$ cat src/rtl/tmr_pkg.sv
// Package: shared types for the timer/watchdog counter.
// Assumes a single-bit mode select driven by the surrounding logic.
package tmr_pkg;
    typedef enum logic {
        MODE_TIMER    = 1'b0,
        MODE_WATCHDOG = 1'b1
    } tmr_mode_e;
endpackage

$ cat src/rtl/tmr_tick_select.sv
// Module: tmr_tick_select
// Builds the single-cycle decrement tick from the selected rate strobe and
// the gate source of the current mode.
// Assumes NUM_RATES is a power of two so rate_sel never indexes out of range.
module tmr_tick_select
    import tmr_pkg::*;
#(
    parameter int NUM_RATES     = 4,
    parameter int NUM_TMR_GATES = 2,
    localparam int SEL_W        = $clog2(NUM_RATES)
) (
    input  tmr_mode_e                mode,
    input  logic [NUM_RATES-1:0]     rate_en,
    input  logic [SEL_W-1:0]         rate_sel,
    input  logic [NUM_TMR_GATES-1:0] tmr_gate,
    input  logic                     wd_gate,
    output logic                     tick
);
    logic gate_ok;

    // Pick the gate that belongs to the current mode.
    always_comb begin
        if (mode == MODE_WATCHDOG) gate_ok = wd_gate;
        else                       gate_ok = |tmr_gate;
    end

    // The tick needs both the selected rate strobe and the gate.
    always_comb begin
        tick = rate_en[rate_sel] & gate_ok;
    end
endmodule

$ cat src/rtl/tmr_trig_sync.sv
// Module: tmr_trig_sync
// Brings an asynchronous trigger level into the clock domain and emits one
// clock-wide pulse on each rising edge of it.
// Assumes the trigger stays high for at least two clock cycles.
module tmr_trig_sync #(
    parameter int SYNC_STAGES = 2
) (
    input  logic clk,
    input  logic rst_n,
    input  logic trig_async,
    output logic trig_pulse
);
    logic [SYNC_STAGES-1:0] sync_q;
    logic                   prev_q;

    // Synchroniser chain, plus the previous synchronised level.
    always_ff @(posedge clk) begin
        if (!rst_n) begin
            sync_q <= '0;
            prev_q <= 1'b0;
        end else begin
            sync_q <= {sync_q[SYNC_STAGES-2:0], trig_async};
            prev_q <= sync_q[SYNC_STAGES-1];
        end
    end

    // Rising-edge detect on the synchronised level.
    always_comb begin
        trig_pulse = sync_q[SYNC_STAGES-1] & ~prev_q;
    end
endmodule

$ cat src/rtl/tmr_count_core.sv
// Module: tmr_count_core
// The down-counter with load priority, the zero-time action of each mode,
// the registered underflow pulse and its delay line.
// Assumes tick and load_req are synchronous single-cycle qualifiers.
module tmr_count_core
    import tmr_pkg::*;
#(
    parameter int CNT_W      = 8,
    parameter int DLY_STAGES = 2
) (
    input  logic             clk,
    input  logic             rst_n,
    input  tmr_mode_e        mode,
    input  logic             active,
    input  logic             tick,
    input  logic             load_req,
    input  logic [CNT_W-1:0] reload_val,
    output logic [CNT_W-1:0] count,
    output logic             underflow,
    output logic             underflow_dly2
);
    logic [CNT_W-1:0]      cnt_q;
    logic                  uf_q;
    logic                  wd_fired_q;
    logic [DLY_STAGES-1:0] dly_q;
    logic                  at_zero;
    logic                  uf_now;

    // Detect zero and qualify the completion event for this cycle.
    always_comb begin
        at_zero = (cnt_q == '0);
        uf_now  = active & tick & at_zero & ~load_req &
                  ~((mode == MODE_WATCHDOG) & wd_fired_q);
    end

    // Counter: a load wins, then a tick at zero, then a plain decrement.
    always_ff @(posedge clk) begin
        if (!rst_n) begin
            cnt_q <= '0;
        end else if (active) begin
            if (load_req)                        cnt_q <= reload_val;
            else if (tick && at_zero && mode == MODE_TIMER)
                                                 cnt_q <= reload_val;
            else if (tick && !at_zero)           cnt_q <= cnt_q - 1'b1;
        end
    end

    // Watchdog latch: set after the first underflow, cleared by a load.
    always_ff @(posedge clk) begin
        if (!rst_n)                          wd_fired_q <= 1'b0;
        else if (active && load_req)         wd_fired_q <= 1'b0;
        else if (uf_now && mode == MODE_WATCHDOG) wd_fired_q <= 1'b1;
    end

    // Registered underflow and its fixed-length delay line.
    always_ff @(posedge clk) begin
        if (!rst_n) begin
            uf_q  <= 1'b0;
            dly_q <= '0;
        end else begin
            uf_q  <= uf_now;
            dly_q <= {dly_q[DLY_STAGES-2:0], uf_q};
        end
    end

    assign count          = cnt_q;
    assign underflow      = uf_q;
    assign underflow_dly2 = dly_q[DLY_STAGES-1];
endmodule

$ cat src/rtl/tmr_wdog_counter.sv
// Module: tmr_wdog_counter (top)
// Dual-mode timer/watchdog down-counter. It combines the tick selection,
// the hardware trigger synchroniser and the counting core.
// Assumes one system clock; rate_en strobes are synchronous enables.
module tmr_wdog_counter
    import tmr_pkg::*;
#(
    parameter int CNT_W         = 8,
    parameter int NUM_RATES     = 4,
    parameter int NUM_TMR_GATES = 2,
    localparam int SEL_W        = $clog2(NUM_RATES)
) (
    input  logic                     clk,
    input  logic                     rst_n,
    input  logic                     mode,
    input  logic [NUM_RATES-1:0]     rate_en,
    input  logic [SEL_W-1:0]         rate_sel,
    input  logic [NUM_TMR_GATES-1:0] tmr_gate,
    input  logic                     wd_gate,
    input  logic                     init_done,
    input  logic                     run,
    input  logic [CNT_W-1:0]         reload_val,
    input  logic                     sw_trig,
    input  logic                     hw_trig,
    input  logic                     init_load,
    input  logic                     wd_kick,
    output logic [CNT_W-1:0]         count,
    output logic                     underflow,
    output logic                     underflow_dly2
);
    tmr_mode_e mode_e;
    logic      tick;
    logic      hw_pulse;
    logic      active;
    logic      load_req;

    // Decode the mode and combine the gating and trigger terms.
    always_comb begin
        mode_e   = tmr_mode_e'(mode);
        active   = init_done & run;
        load_req = sw_trig | hw_pulse | init_load | wd_kick;
    end

    tmr_tick_select #(
        .NUM_RATES     (NUM_RATES),
        .NUM_TMR_GATES (NUM_TMR_GATES)
    ) i_tick (
        .mode     (mode_e),
        .rate_en  (rate_en),
        .rate_sel (rate_sel),
        .tmr_gate (tmr_gate),
        .wd_gate  (wd_gate),
        .tick     (tick)
    );

    tmr_trig_sync #(
        .SYNC_STAGES (2)
    ) i_hw_sync (
        .clk        (clk),
        .rst_n      (rst_n),
        .trig_async (hw_trig),
        .trig_pulse (hw_pulse)
    );

    tmr_count_core #(
        .CNT_W      (CNT_W),
        .DLY_STAGES (2)
    ) i_core (
        .clk            (clk),
        .rst_n          (rst_n),
        .mode           (mode_e),
        .active         (active),
        .tick           (tick),
        .load_req       (load_req),
        .reload_val     (reload_val),
        .count          (count),
        .underflow      (underflow),
        .underflow_dly2 (underflow_dly2)
    );
endmodule

$ cat config.mk
export PLATFORM = sky130hd
export DESIGN_NAME = tmr_wdog_counter
export DESIGN_NICKNAME = d
export VERILOG_FILES = /design/src/rtl/tmr_pkg.sv /design/src/rtl/tmr_tick_select.sv /design/src/rtl/tmr_trig_sync.sv /design/src/rtl/tmr_count_core.sv /design/src/rtl/tmr_wdog_counter.sv
export SDC_FILE = /design/constraint.sdc
export NUM_CORES = 1
export LEC_CHECK = 0
export BUFFER_PORTS_ARGS = -buffer_cell sky130_fd_sc_hd__buf_4
export CAP_MARGIN = 0
export CORE_UTILIZATION = 47
export CTS_BUF_LIST = sky130_fd_sc_hd__clkbuf_8 sky130_fd_sc_hd__clkbuf_16
export DETAILED_ROUTE_END_ITERATION = 7
export PLACE_DENSITY = 0.82
export SYNTH_ARGS = -nofsm -noshare
export SYNTH_HDL_FRONTEND = slang
export SYNTH_SLANG_ARGS = --single-unit
$ cat constraint.sdc
create_clock -name clk -period 1.8 [get_ports clk]
set_input_delay 0.18 -clock clk [delete_from_list [all_inputs] [get_ports clk]]
set_output_delay 0.18 -clock clk [all_outputs]
set_load 0.01 [all_outputs]
Word level (Yosys, flattened, before mapping) --
Cells that the tools add are included.
Word-level totals: bits in registers 15, output and inout port bits 10
Operators by class: add/subtract/negate cells 1, order comparisons 1, multiplexer cells 6, bitwise gates (word level) 16, reduce and logical (&&, ||, !) cells 11
Operators by type and width (count):
- $mux W8 | 3
- $and A1 B1 Y1 | 8
- $logic_not A8 Y1 | 1
- $sub A8 B1 Y8 const B | 1
- $logic_and A1 B1 Y1 | 5
- $not A1 Y1 | 5
- $reduce_or A2 Y1 | 2
- $lt A2 B3 Y1 const B | 1
- $or A1 B1 Y1 | 3
- $reduce_bool A3 Y1 | 1
- $bmux W1 S2 | 1
- $mux W1 | 2
- $reduce_and A2 Y1 | 1
- $logic_not A1 Y1 | 1

Depth between registers and ports, before layout --
Gate-level depths: netlist of the first run.
depth after elaboration 9, gate-level depth with buffers 7

Modules after synthesis --
A second synthesis of the first run with hierarchy kept.
Second synthesis, totals: cell total of the unflattened synthesis 94, area, all modules 882.1 µm²
By module, submodules not included:
- tmr_count_core | instances 1, cells each 82, area an instance 737.0 µm², sequential area each 240.2 µm²
- tmr_trig_sync | instances 1, cells each 7, area an instance 92.6 µm², sequential area each 60.1 µm²
- tmr_tick_select | instances 1, cells each 3, area an instance 38.8 µm², sequential area each 0.0 µm²
- tmr_wdog_counter | instances 1, cells each 2, area an instance 13.8 µm², sequential area each 0.0 µm²

Least setup slack after synthesis of the first run --
OpenSTA, ideal clock, no wires.
path kind register to register, start point register i_core.cnt_q[0], in the netlist i_core.count[0], end point register i_core.cnt_q[6], in the netlist i_core.count[6], setup time 0.086 ns, arrival 1.630 ns, data required time 1.714 ns, slack 0.083 ns, cell stages (with the launch flop) 8, path buffers 0, clock period less this slack 1.717 ns, cells stage by stage dfxtp_1 > inv_1 > ha_1 > nor4b_4 > and3_1 > o2bb2ai_4 > o21ai_1 > a221oi_2
On the way: cells in the longest elaborated chain, start to end 5, elaborated cells on any way between the ends 11, those cells by class add/sub (1); mux (3); reduce/logical (7)
Ends and longest elaborated chain:
- from (decl) | line tmr_count_core.sv:22 | logic [CNT_W-1:0] cnt_q;
- from (signal assigned) | line tmr_count_core.sv:41 | if (load_req) cnt_q <= reload_val;
- from (signal assigned) | line tmr_count_core.sv:43 | cnt_q <= reload_val;
- from (signal assigned) | line tmr_count_core.sv:44 | else if (tick && !at_zero) cnt_q <= cnt_q - 1'b1;
- parallel branches: the longest is 5 deep, another holds $sub A8 B1 Y8
Parallel ways; which one is timed is not known. The select of a mux whose other input is x is not followed. A chain may end at the register's enable or synchronous reset.

Final worst setup path of the first run --
start point register i_core.cnt_q[0], in the netlist i_core.count[0], end point register i_core.cnt_q[2], in the netlist i_core.count[2]
The elaborated chain is that of the path after synthesis.

==> implementation parameters, run 1 <==
Parameter                              Value

Status
  Result of the run ... finished clean

Synth
  Biggest area consumer among synthesized cells ... dfxtp_1
  Synth Net Count ... 122
  Async SR Flop Fraction ... 0
  Synth Cell Area ... 903 µm²
  Total of warnings raised by yosys ... 0
  Synthesized flop and latch total ... 15
  Avg Inst Size Synth ... 9.61 µm²
  Sequential element share of the synthesized area ... 0.332
  Area fraction of the dominant cell type after synthesis ... 0.332
  Most frequent cells after synthesis ... 15 x dfxtp_1, 7 x a21oi_1, 7 x inv_1
  Most frequent cell after synthesis ... dfxtp_1
  Number of enable flip-flop cells after synthesis ... 0
  Synth Flop Type ... dfxtp_1
  Distinct cell type count of the synthesized netlist ... 42
  Gate Count Post-Synth ... 94
  Leading post-synthesis cells by cell area ... dfxtp_1 33%, a21oi_1 3.9%, and2_1 3.5%, o2bb2ai_4 3.0%, a2bb2oi_4 2.9%

Power and ir drop
  Leakage power ... 0.565 nW
  Switching Fraction ... 0.295
  Total power ... 0.926 mW
  Gate power share ... 0.306
  Worst voltage drop across the vdd grid ... approximately 0.38 mV
  Power density of the placed cells ... roughly 710 nW/µm²
  Switching power ... between 0.2 and 0.3 mW
  Internal power ... between 0.6 and 0.7 mW
  Clock network fraction of total power ... 0.289
  Part of the total power dissipated in sequential elements ... 0.404

STA
  Final period utilization ... 0.980
  Number of hold violations in the final report ... 0
  Remaining max-slew budget at the tightest pin ... 0.746
  Pins Over Slew Limit ... 0
  Post-layout minimum cycle time ... 1.76 ns
  Worst path setup slack after routing ... about 0.035 ns
  Fin Clk Skew ... roughly 0.0055 ns
  Number of endpoints failing setup at the final stage ... 0
  Max Fclk ... 0.567 GHz
  Pin slew with the least headroom to its limit ... 0.381 ns

Die
  Die width ... 45.8 µm
  Initial core utilization ... 0.512
  Total die area ... between 2000 and 2500 µm²
  Number of rows created at floorplan ... 15
  Die height ... ~46 µm
  Top-Level Pins ... 36
  Core area ... 1760 µm²

Worst hold path
  Hold crit path type ... in2reg

Global route
  Wire length of the first global-routing pass ... 3770 µm
  Global route total overflow ... 0
  Largest net degree at the start of global routing ... 16
  Initial antenna violation count ... 0
  Number of global-route vias before repair ... ~920
  All-layer global routing usage ... 0.250

Route
  Wirelength, routed ... approximately 2400 µm
  DR vias/cell ... 5.75
  Router iterations before antenna repair ... 4
  Starting DRT DRC Count ... 31
  Vias ... 937
  Number of design rule violations left after detail routing ... 0
  Antenna-violating nets left ... 0
  Wire per inst ... 15.0 µm

Critical path
  R2r setup slk ... roughly 0.035 ns
  Launch instance of the worst register-to-register path ... i_core.count[0]$_SDFFE_PN0P_
  Required time reported for the critical path endpoint ... 1.96 ns
  Path type of the worst setup path ... reg2reg
  Worst Reg2Reg Path Length in Cells ... 8
  Largest fanout on the critical path ... 5
  Nature of the critical path endpoint ... register
  Startpoint kind of the worst setup timing path ... register
  Worst r2r dst ... i_core.count[2]$_SDFFE_PN0P_
  Worst setup endpoint ... i_core.count[2]$_SDFFE_PN0P_
  Critical path origin ... i_core.count[0]$_SDFFE_PN0P_
  Arr. time, crit path ... about 1.9 ns

CTS
  TritonCTS clock tree ... yes
  CTS Root Buffer Type ... clkbuf_8
  Clk buf depth ... 2
  Sink count of the clock tree ... 15
  Clock transition time at the flip-flop clock pins of the worst setup and hold paths ... 0.06 ns
  Clock latency on the worst-skew pair ... about 0.25 ns
  CTS H-tree lvls ... 1
  Clock buffer count from CTS ... 3

Cells and area
  Fraction of layout cells with a size suffix above 1 ... 0.457
  Layout net count ... around 170
  Final core area utilization ... 0.738
  Layout area overhead ... 44.2%
  Final antenna diode count ... 0

Placed design
  Minimum setup slack after placement ... around 0.038 ns
  PortBufs ... 35
  Final weighted congestion in routability-driven placement ... 0.828
  Dpl hpwl ... 1700 µm

Job
  Total of max-cap violations ... 0
-- cells in the final DEF (no fill, tap or decap), drive strengths merged, types with 2 or more instances in the layout --
| cell | n |
|---|---|
| a21oi | 7 |
| a32oi | 2 |
| and2 | 6 |
| and4 | 2 |
| buf | 42 |
| clkbuf | 3 |
| dfxtp | 15 |
| ha | 2 |
| inv | 8 |
| mux2i | 2 |
| nand2 | 6 |
| nand3 | 5 |
| nor2 | 5 |
| nor3 | 4 |
| o21ai | 3 |
| o221a | 2 |
| or3 | 3 |
-- critical path, cell delays in order, from the launching register on --
cell and delay, ns:
dfxtp_1 0.32, inv_2 0.07, ha_2 0.18, nor4b_4 0.24
and3_2 0.29, a2bb2oi_4 0.20, buf_4 0.15, nand3_1 0.10
o211ai_1 0.12
-- worst min-delay path by stage --
stage | cells past startpoint | endpoint | from | slack, ns
4_1_cts | 2 | i_hw_sync.sync_q[0]$_SDFF_PN0_ | hw_trig | 0.15
5_1_grt | 2 | i_hw_sync.sync_q[0]$_SDFF_PN0_ | hw_trig | 0.15
2_1_floorplan | 1 | i_hw_sync.sync_q[0]$_SDFF_PN0_ | hw_trig | 0.31
3_3_place_gp | 2 | i_hw_sync.sync_q[0]$_SDFF_PN0_ | hw_trig | 0.39
3_5_place_dp | 2 | i_hw_sync.sync_q[0]$_SDFF_PN0_ | hw_trig | 0.39
6_report | 2 | i_hw_sync.sync_q[0]$_SDFF_PN0_ | hw_trig | 0.14
-- layout make-up --
type	count	area, µm²
clock buffers	3	41.3
clock inverters	1	3.75
fillers	141	462
inverters	7	26.3
multi-input cells	70	581
flip-flops and latches	15	300
well taps	25	31.3
repair buffers	42	319
-- per-layer routing --
| layer | track usage | part of all wire | up-vias |
|---|---|---|---|
| met5 | 0 | 0 | - |
| met4 | 0.135 | 0.017 | 0 |
| met3 | 0.0714 | 0.070 | 6 |
| met2 | 0.386 | 0.51 | 50 |
| met1 | 0.310 | 0.40 | 435 |
| li1 | - | - | 446 |
-- cell families (layout without fill, tap and decap cells) --
family,after synthesis,count (layout),synth area share
compound gates,26,26,0.260
mux,3,3,0.0471
buf+inv,9,53,0.0416
flops,15,15,0.332
simple gates,39,39,0.291
fa+ha+maj,2,2,0.0277
-- through the flow --
| step | cell area, µm² | hold WS, ns | cells | TNS (ns) |
|---|---|---|---|---|
| 6_report | 1300 | 0.144 | 163 | 0 |
| 5_1_grt | 1300 | 0.145 | 163 | -0.0528 |
| 4_1_cts | 1280 | 0.146 | 162 | 0 |
| 2_1_floorplan | 903 | 0.307 | 94 | 0 |
| 3_3_place_gp | 1230 | 0.390 | 158 | 0 |
| 3_5_place_dp | 1230 | 0.393 | 158 | 0 |
-- state kept, by name, indices dropped and copies added, names as in the netlist --
signal and flops:
i_core.count 8, i_core.dly_q 2, i_hw_sync.sync_q 2, i_core.underflow 1, i_core.wd_fired_q 1, i_hw_sync.prev_q 1
-- what timing repair did --
item / 4_1_cts / 5_1_grt
setup endpoints to repair: 0 / 5
hold buffers: 0 / 0
gates resized for setup: 0 / 7
setup buffers: 0 / 1
endpoints found under the hold margin: 0 / 0
-- power groups by stage --
| stage | Sequential, mW | Combinational [mW] | Clock (mW) |
|---|---|---|---|
| after global routing | 0.376 | 0.306 | 0.290 |
| after detailed placement | 0.380 | 0.267 | 0 |
| final | 0.374 | 0.284 | 0.268 |
| after CTS | 0.372 | 0.271 | 0.266 |
| after global placement | 0.378 | 0.263 | 0 |
| after floorplan | 0.387 | 0.148 | 0 |
Power figures use the tool's default switching activity.
==> inputs of run 2 (changes only) <==
ABC_AREA = 1   (was default)
CORE_UTILIZATION = 48   (was 47)
==> run 2 against run 1 <==
Net effect:
- clock-buffer cell count is the same
- critical endpoint is now i_core.count[0]$_SDFFE_PN0P_
- largest power group unchanged
- sequential cell count is the same
- setup slack gained 0.097 ns
- critical path type unchanged
- clock power grew 5%
- area after synthesis grew 6.1%
==> implementation parameters, run 2 <==
Parameter                              Value

Status
  Result of the run ... finished clean (unchanged)

Critical path
  Worst path max stage delay ... 0.31 ns (was 0.32 ns)
  Worst Reg2Reg Path Length in Cells ... 10 (was 8)
  Launch instance of the worst register-to-register path ... i_core.count[0]$_SDFFE_PN0P_ (unchanged)
  Nature of the critical path endpoint ... register (unchanged)
  Bufs and invs on worst path ... 1 (was 2)
  Arr. time, crit path ... 1.85 ns (was 1.92 ns)
  Kind of cell adding the most delay to the critical path ... simple AND/OR/NAND/NOR gates (unchanged)
  Path type of the worst setup path ... reg2reg (unchanged)
  Startpoint kind of the worst setup timing path ... register (unchanged)
  Required time reported for the critical path endpoint ... 1.98 ns (was 1.96 ns)
  R2r setup slk ... 0.13 ns (was 0.04 ns)
  Worst r2r dst ... i_core.count[0]$_SDFFE_PN0P_ (was i_core.count[2]$_SDFFE_PN0P_)
  Critical-path cell list ... inv_1, ha_1, nand2_1, nor2_4, nand4_4, nand3_2, nand2_4, nand2_1, nand2_1, nor2_1 (was inv_2, ha_2, nor4b_4, and3_2, a2bb2oi_4, buf_4, nand3_1, o211ai_1)
  Master of the slowest instance on the critical path ... dfxtp_1 (unchanged)
  Largest fanout on the critical path ... 16 (was 5)
  Worst path most repeated cell ... nand2_1

Cells and area
  Leading cell types in the layout, fill and taps excluded ... 47 x nand2_1, 36 x buf_4, 24 x nor2_1, 22 x inv_1, 15 x dfxtp_1 (was 41 x buf_4, 15 x dfxtp_1, 7 x a21oi_1, 6 x inv_1, 6 x nand2_1)
  Layout area overhead ... 33.7% (was 44.2%)
  Layout net count ... 215 (was 167)
  Final instance area ... 1280 µm² (was 1300 µm²)
  Fraction of layout cells with a size suffix above 1 ... 0.269 (was 0.457)
  Flip-flop count of the largest register after layout ... 8 (unchanged)
  Final antenna diode count ... 0 (unchanged)
  Most frequent standard cell in the layout excluding fill and tap cells ... nand2_1 (was buf_4)

CTS
  TritonCTS clock tree ... yes (unchanged)
  CTS H-tree lvls ... 1 (unchanged)
  Clock buffer count from CTS ... 3 (unchanged)
  Clock transition time at the flip-flop clock pins of the worst setup and hold paths ... 0.07 ns (was 0.06 ns)
  CTS Root Buffer Type ... clkbuf_8 (unchanged)
  Sink count of the clock tree ... 15 (unchanged)
  Clock latency on the worst-skew pair ... 0.25 ns (about the same)
  Clk buf depth ... 2 (unchanged)

Synth
  Async SR Flop Fraction ... 0 (unchanged)
  Avg Inst Size Synth ... 6.43 µm² (was 9.61 µm²)
  Biggest area consumer among synthesized cells ... dfxtp_1 (unchanged)
  Gate Count Post-Synth ... 149 (was 94)
  Number of enable flip-flop cells after synthesis ... 0 (unchanged)
  Distinct cell type count of the synthesized netlist ... 21 (was 42)
  Most frequent cell after synthesis ... nand2_1 (was dfxtp_1)
  Most frequent cells after synthesis ... 48 x nand2_1, 24 x nor2_1, 22 x inv_1 (was 15 x dfxtp_1, 7 x a21oi_1, 7 x inv_1)
  Leading post-synthesis cells by cell area ... dfxtp_1 31%, nand2_1 19%, nor2_1 9.4%, inv_1 8.6%, nand3_1 6.3% (was dfxtp_1 33%, a21oi_1 3.9%, and2_1 3.5%, o2bb2ai_4 3.0%, a2bb2oi_4 2.9%)
  Synth Flop Type ... dfxtp_1 (unchanged)
  Synth Net Count ... 177 (was 122)
  Sequential element share of the synthesized area ... 0.313 (was 0.332)
  Total of warnings raised by yosys ... 0 (unchanged)
  Synth Cell Area ... 958 µm² (was 903 µm²)
  Area fraction of the dominant cell type after synthesis ... 0.313 (was 0.332)
  Synthesized flop and latch total ... 15 (unchanged)

STA
  Pins Over Slew Limit ... 0 (unchanged)
  Fin Clk Skew ... 0.00126 ns (was 0.00552 ns)
  Number of endpoints failing setup at the final stage ... 0 (unchanged)
  Remaining max-slew budget at the tightest pin ... 0.867 (was 0.746)
  Final period utilization ... 0.927 (was 0.980)
  Max Fclk ... 0.600 GHz (was 0.567 GHz)
  Post-layout minimum cycle time ... 1.67 ns (was 1.76 ns)
  Pin slew with the least headroom to its limit ... 0.198 ns (was 0.381 ns)
  Number of hold violations in the final report ... 0 (unchanged)
  Fin Setup TNS ... 0 ns (unchanged)

Route
  Vias ... 1,009 (was 937)
  Number of design rule violations left after detail routing ... 0 (unchanged)
  DR vias/cell ... 4.78 (was 5.75)
  Starting DRT DRC Count ... 19 (was 31)
  Wirelength, routed ... 2240 µm (was 2450 µm)
  Antenna-violating nets left ... 0 (unchanged)
  Wire per inst ... 10.6 µm (was 15.0 µm)
  Router iterations before antenna repair ... 4 (unchanged)

Worst hold path
  Hold-critical path endpoint ... i_hw_sync.sync_q[0]$_SDFF_PN0_ (unchanged)
  Startpoint of the most critical hold path ... hw_trig (unchanged)
  Hold path cells ... 3 (was 2)
  Hold crit path type ... in2reg (unchanged)

Die
  Die width ... 46.7 µm (was 45.8 µm)
  Die height ... 46.7 µm (was 45.8 µm)
  Total die area ... 2180 µm² (was 2100 µm²)
  Number of rows created at floorplan ... 15 (unchanged)
  Core area ... 1800 µm² (was 1760 µm²)
  Initial core utilization ... 0.532 (was 0.512)
  Top-Level Pins ... 36 (unchanged)

Power and ir drop
  Part of the total power dissipated in sequential elements ... 0.408 (was 0.404)
  Switching Fraction ... 0.307 (was 0.295)
  Switching power ... 0.273 mW (about the same)
  Total power ... 0.888 mW (was 0.926 mW)
  Worst voltage drop across the vdd grid ... 0.730 mV (was 0.384 mV)
  Gate power share ... 0.276 (was 0.306)
  Power density of the placed cells ... 693 nW/µm² (was 711 nW/µm²)
  Leakage power ... 0.728 nW (was 0.565 nW)
  Internal power ... 0.615 mW (was 0.652 mW)
  Clock network fraction of total power ... 0.316 (was 0.289)

Global route
  Initial antenna violation count ... 0 (unchanged)
  All-layer global routing usage ... 0.223 (was 0.250)
  Global route total overflow ... 0 (unchanged)
  Number of global-route vias before repair ... 887 (was 917)
  Wire length of the first global-routing pass ... 3450 µm (was 3770 µm)
  Largest net degree at the start of global routing ... 17 (was 16)

Job
  Total of max-cap violations ... 0 (unchanged)

Placed design
  Dpl hpwl ... 1700 µm (about the same)
  Final weighted congestion in routability-driven placement ... 0.880 (was 0.828)
  PortBufs ... 35 (unchanged)
  Area after DPL ... 1230 µm² (about the same)
run 2: cell types whose count changed after synthesis, sizes merged, moves of 4 or more:
cell,before,now
xor2,0,6
inv,7,22
nor3,4,0
a21oi,7,2
nand2,6,52
and2,6,0
nand3,5,13
nor2,5,26
run 2: layout make-up:
| type | instances | area (µm²) |
|---|---|---|
| clock inverter | 1 | 5.00 |
| timing repair buffer | 36 | 270 |
| inverter | 22 | 82.6 |
| multi-input combinational | 109 | 551 |
| fill | 169 | 520 |
| sequential | 15 | 300 |
| clock buffer | 3 | 41.3 |
| tap | 25 | 31.3 |
run 2: power groups by stage:
stage | combinational, mW | sequential (mW) | clock, mW
after floorplan | 0.152 | 0.373 | 0
after global placement | 0.237 | 0.369 | 0
after detailed placement | 0.243 | 0.370 | 0
after CTS | 0.246 | 0.362 | 0.286
after global routing | 0.274 | 0.364 | 0.303
final | 0.245 | 0.362 | 0.281
run 2: worst max path at each step:
stage,startpoint,end,depth (start not counted)
final,i_core.count[0]$_SDFFE_PN0P_,i_core.count[0]$_SDFFE_PN0P_,10
after global routing,i_core.count[0]$_SDFFE_PN0P_,i_core.count[6]$_SDFFE_PN0P_,10
after CTS,i_core.count[0]$_SDFFE_PN0P_,i_core.count[0]$_SDFFE_PN0P_,10
after detailed placement,i_core.count[0]$_SDFFE_PN0P_,i_core.count[0]$_SDFFE_PN0P_,10
after global placement,i_core.count[0]$_SDFFE_PN0P_,i_core.count[1]$_SDFFE_PN0P_,10
after floorplan,i_core.count[0]$_SDFFE_PN0P_,i_core.count[0]$_SDFFE_PN0P_,10
run 2: logic make-up after synthesis:
group | synth area share
AND/OR/NAND/NOR | 0.470
buffers and inverters | 0.115
flip-flops | 0.313
XOR/XNOR | 0.0548
AO/OA/AOI/OAI | 0.0209
adder cells (fa/ha/maj) | 0.0261
run 2: stage by stage:
step / setup WS (ns) / instances / utilization / hold slack [ns]
after floorplan: 0.269 / 149 / - / 0.278
after global placement: 0.209 / 207 / 0.684 / 0.364
after detailed placement: 0.0975 / 207 / 0.684 / 0.372
after CTS: 0.0437 / 211 / 0.710 / 0.116
after global routing: -0.0100 / 211 / 0.711 / 0.110
final: 0.132 / 211 / 0.711 / 0.115
run 2: worst min-delay path: cells and delay by family:
| kind | cells | cell delay, ns |
|---|---|---|
| and+or+nand+nor | 1 | 0.04 |
| buffers and inverters | 2 | 0.11 |
run 2: per-layer routing:
layer  GRT usage  vias to the layer above  part of all wire
li1            -                      522                 -
met1       0.248                      449              0.42
met2       0.406                       34              0.51
met3      0.0588                        4             0.056
met4      0.0686                        0             0.013
met5           0                        -                 0
run 2: what timing repair did:
action,in CTS,in global routing
hold buffers,0,0
resized for setup,0,1
endpoints found under the setup margin,0,8
setup buffers,0,0
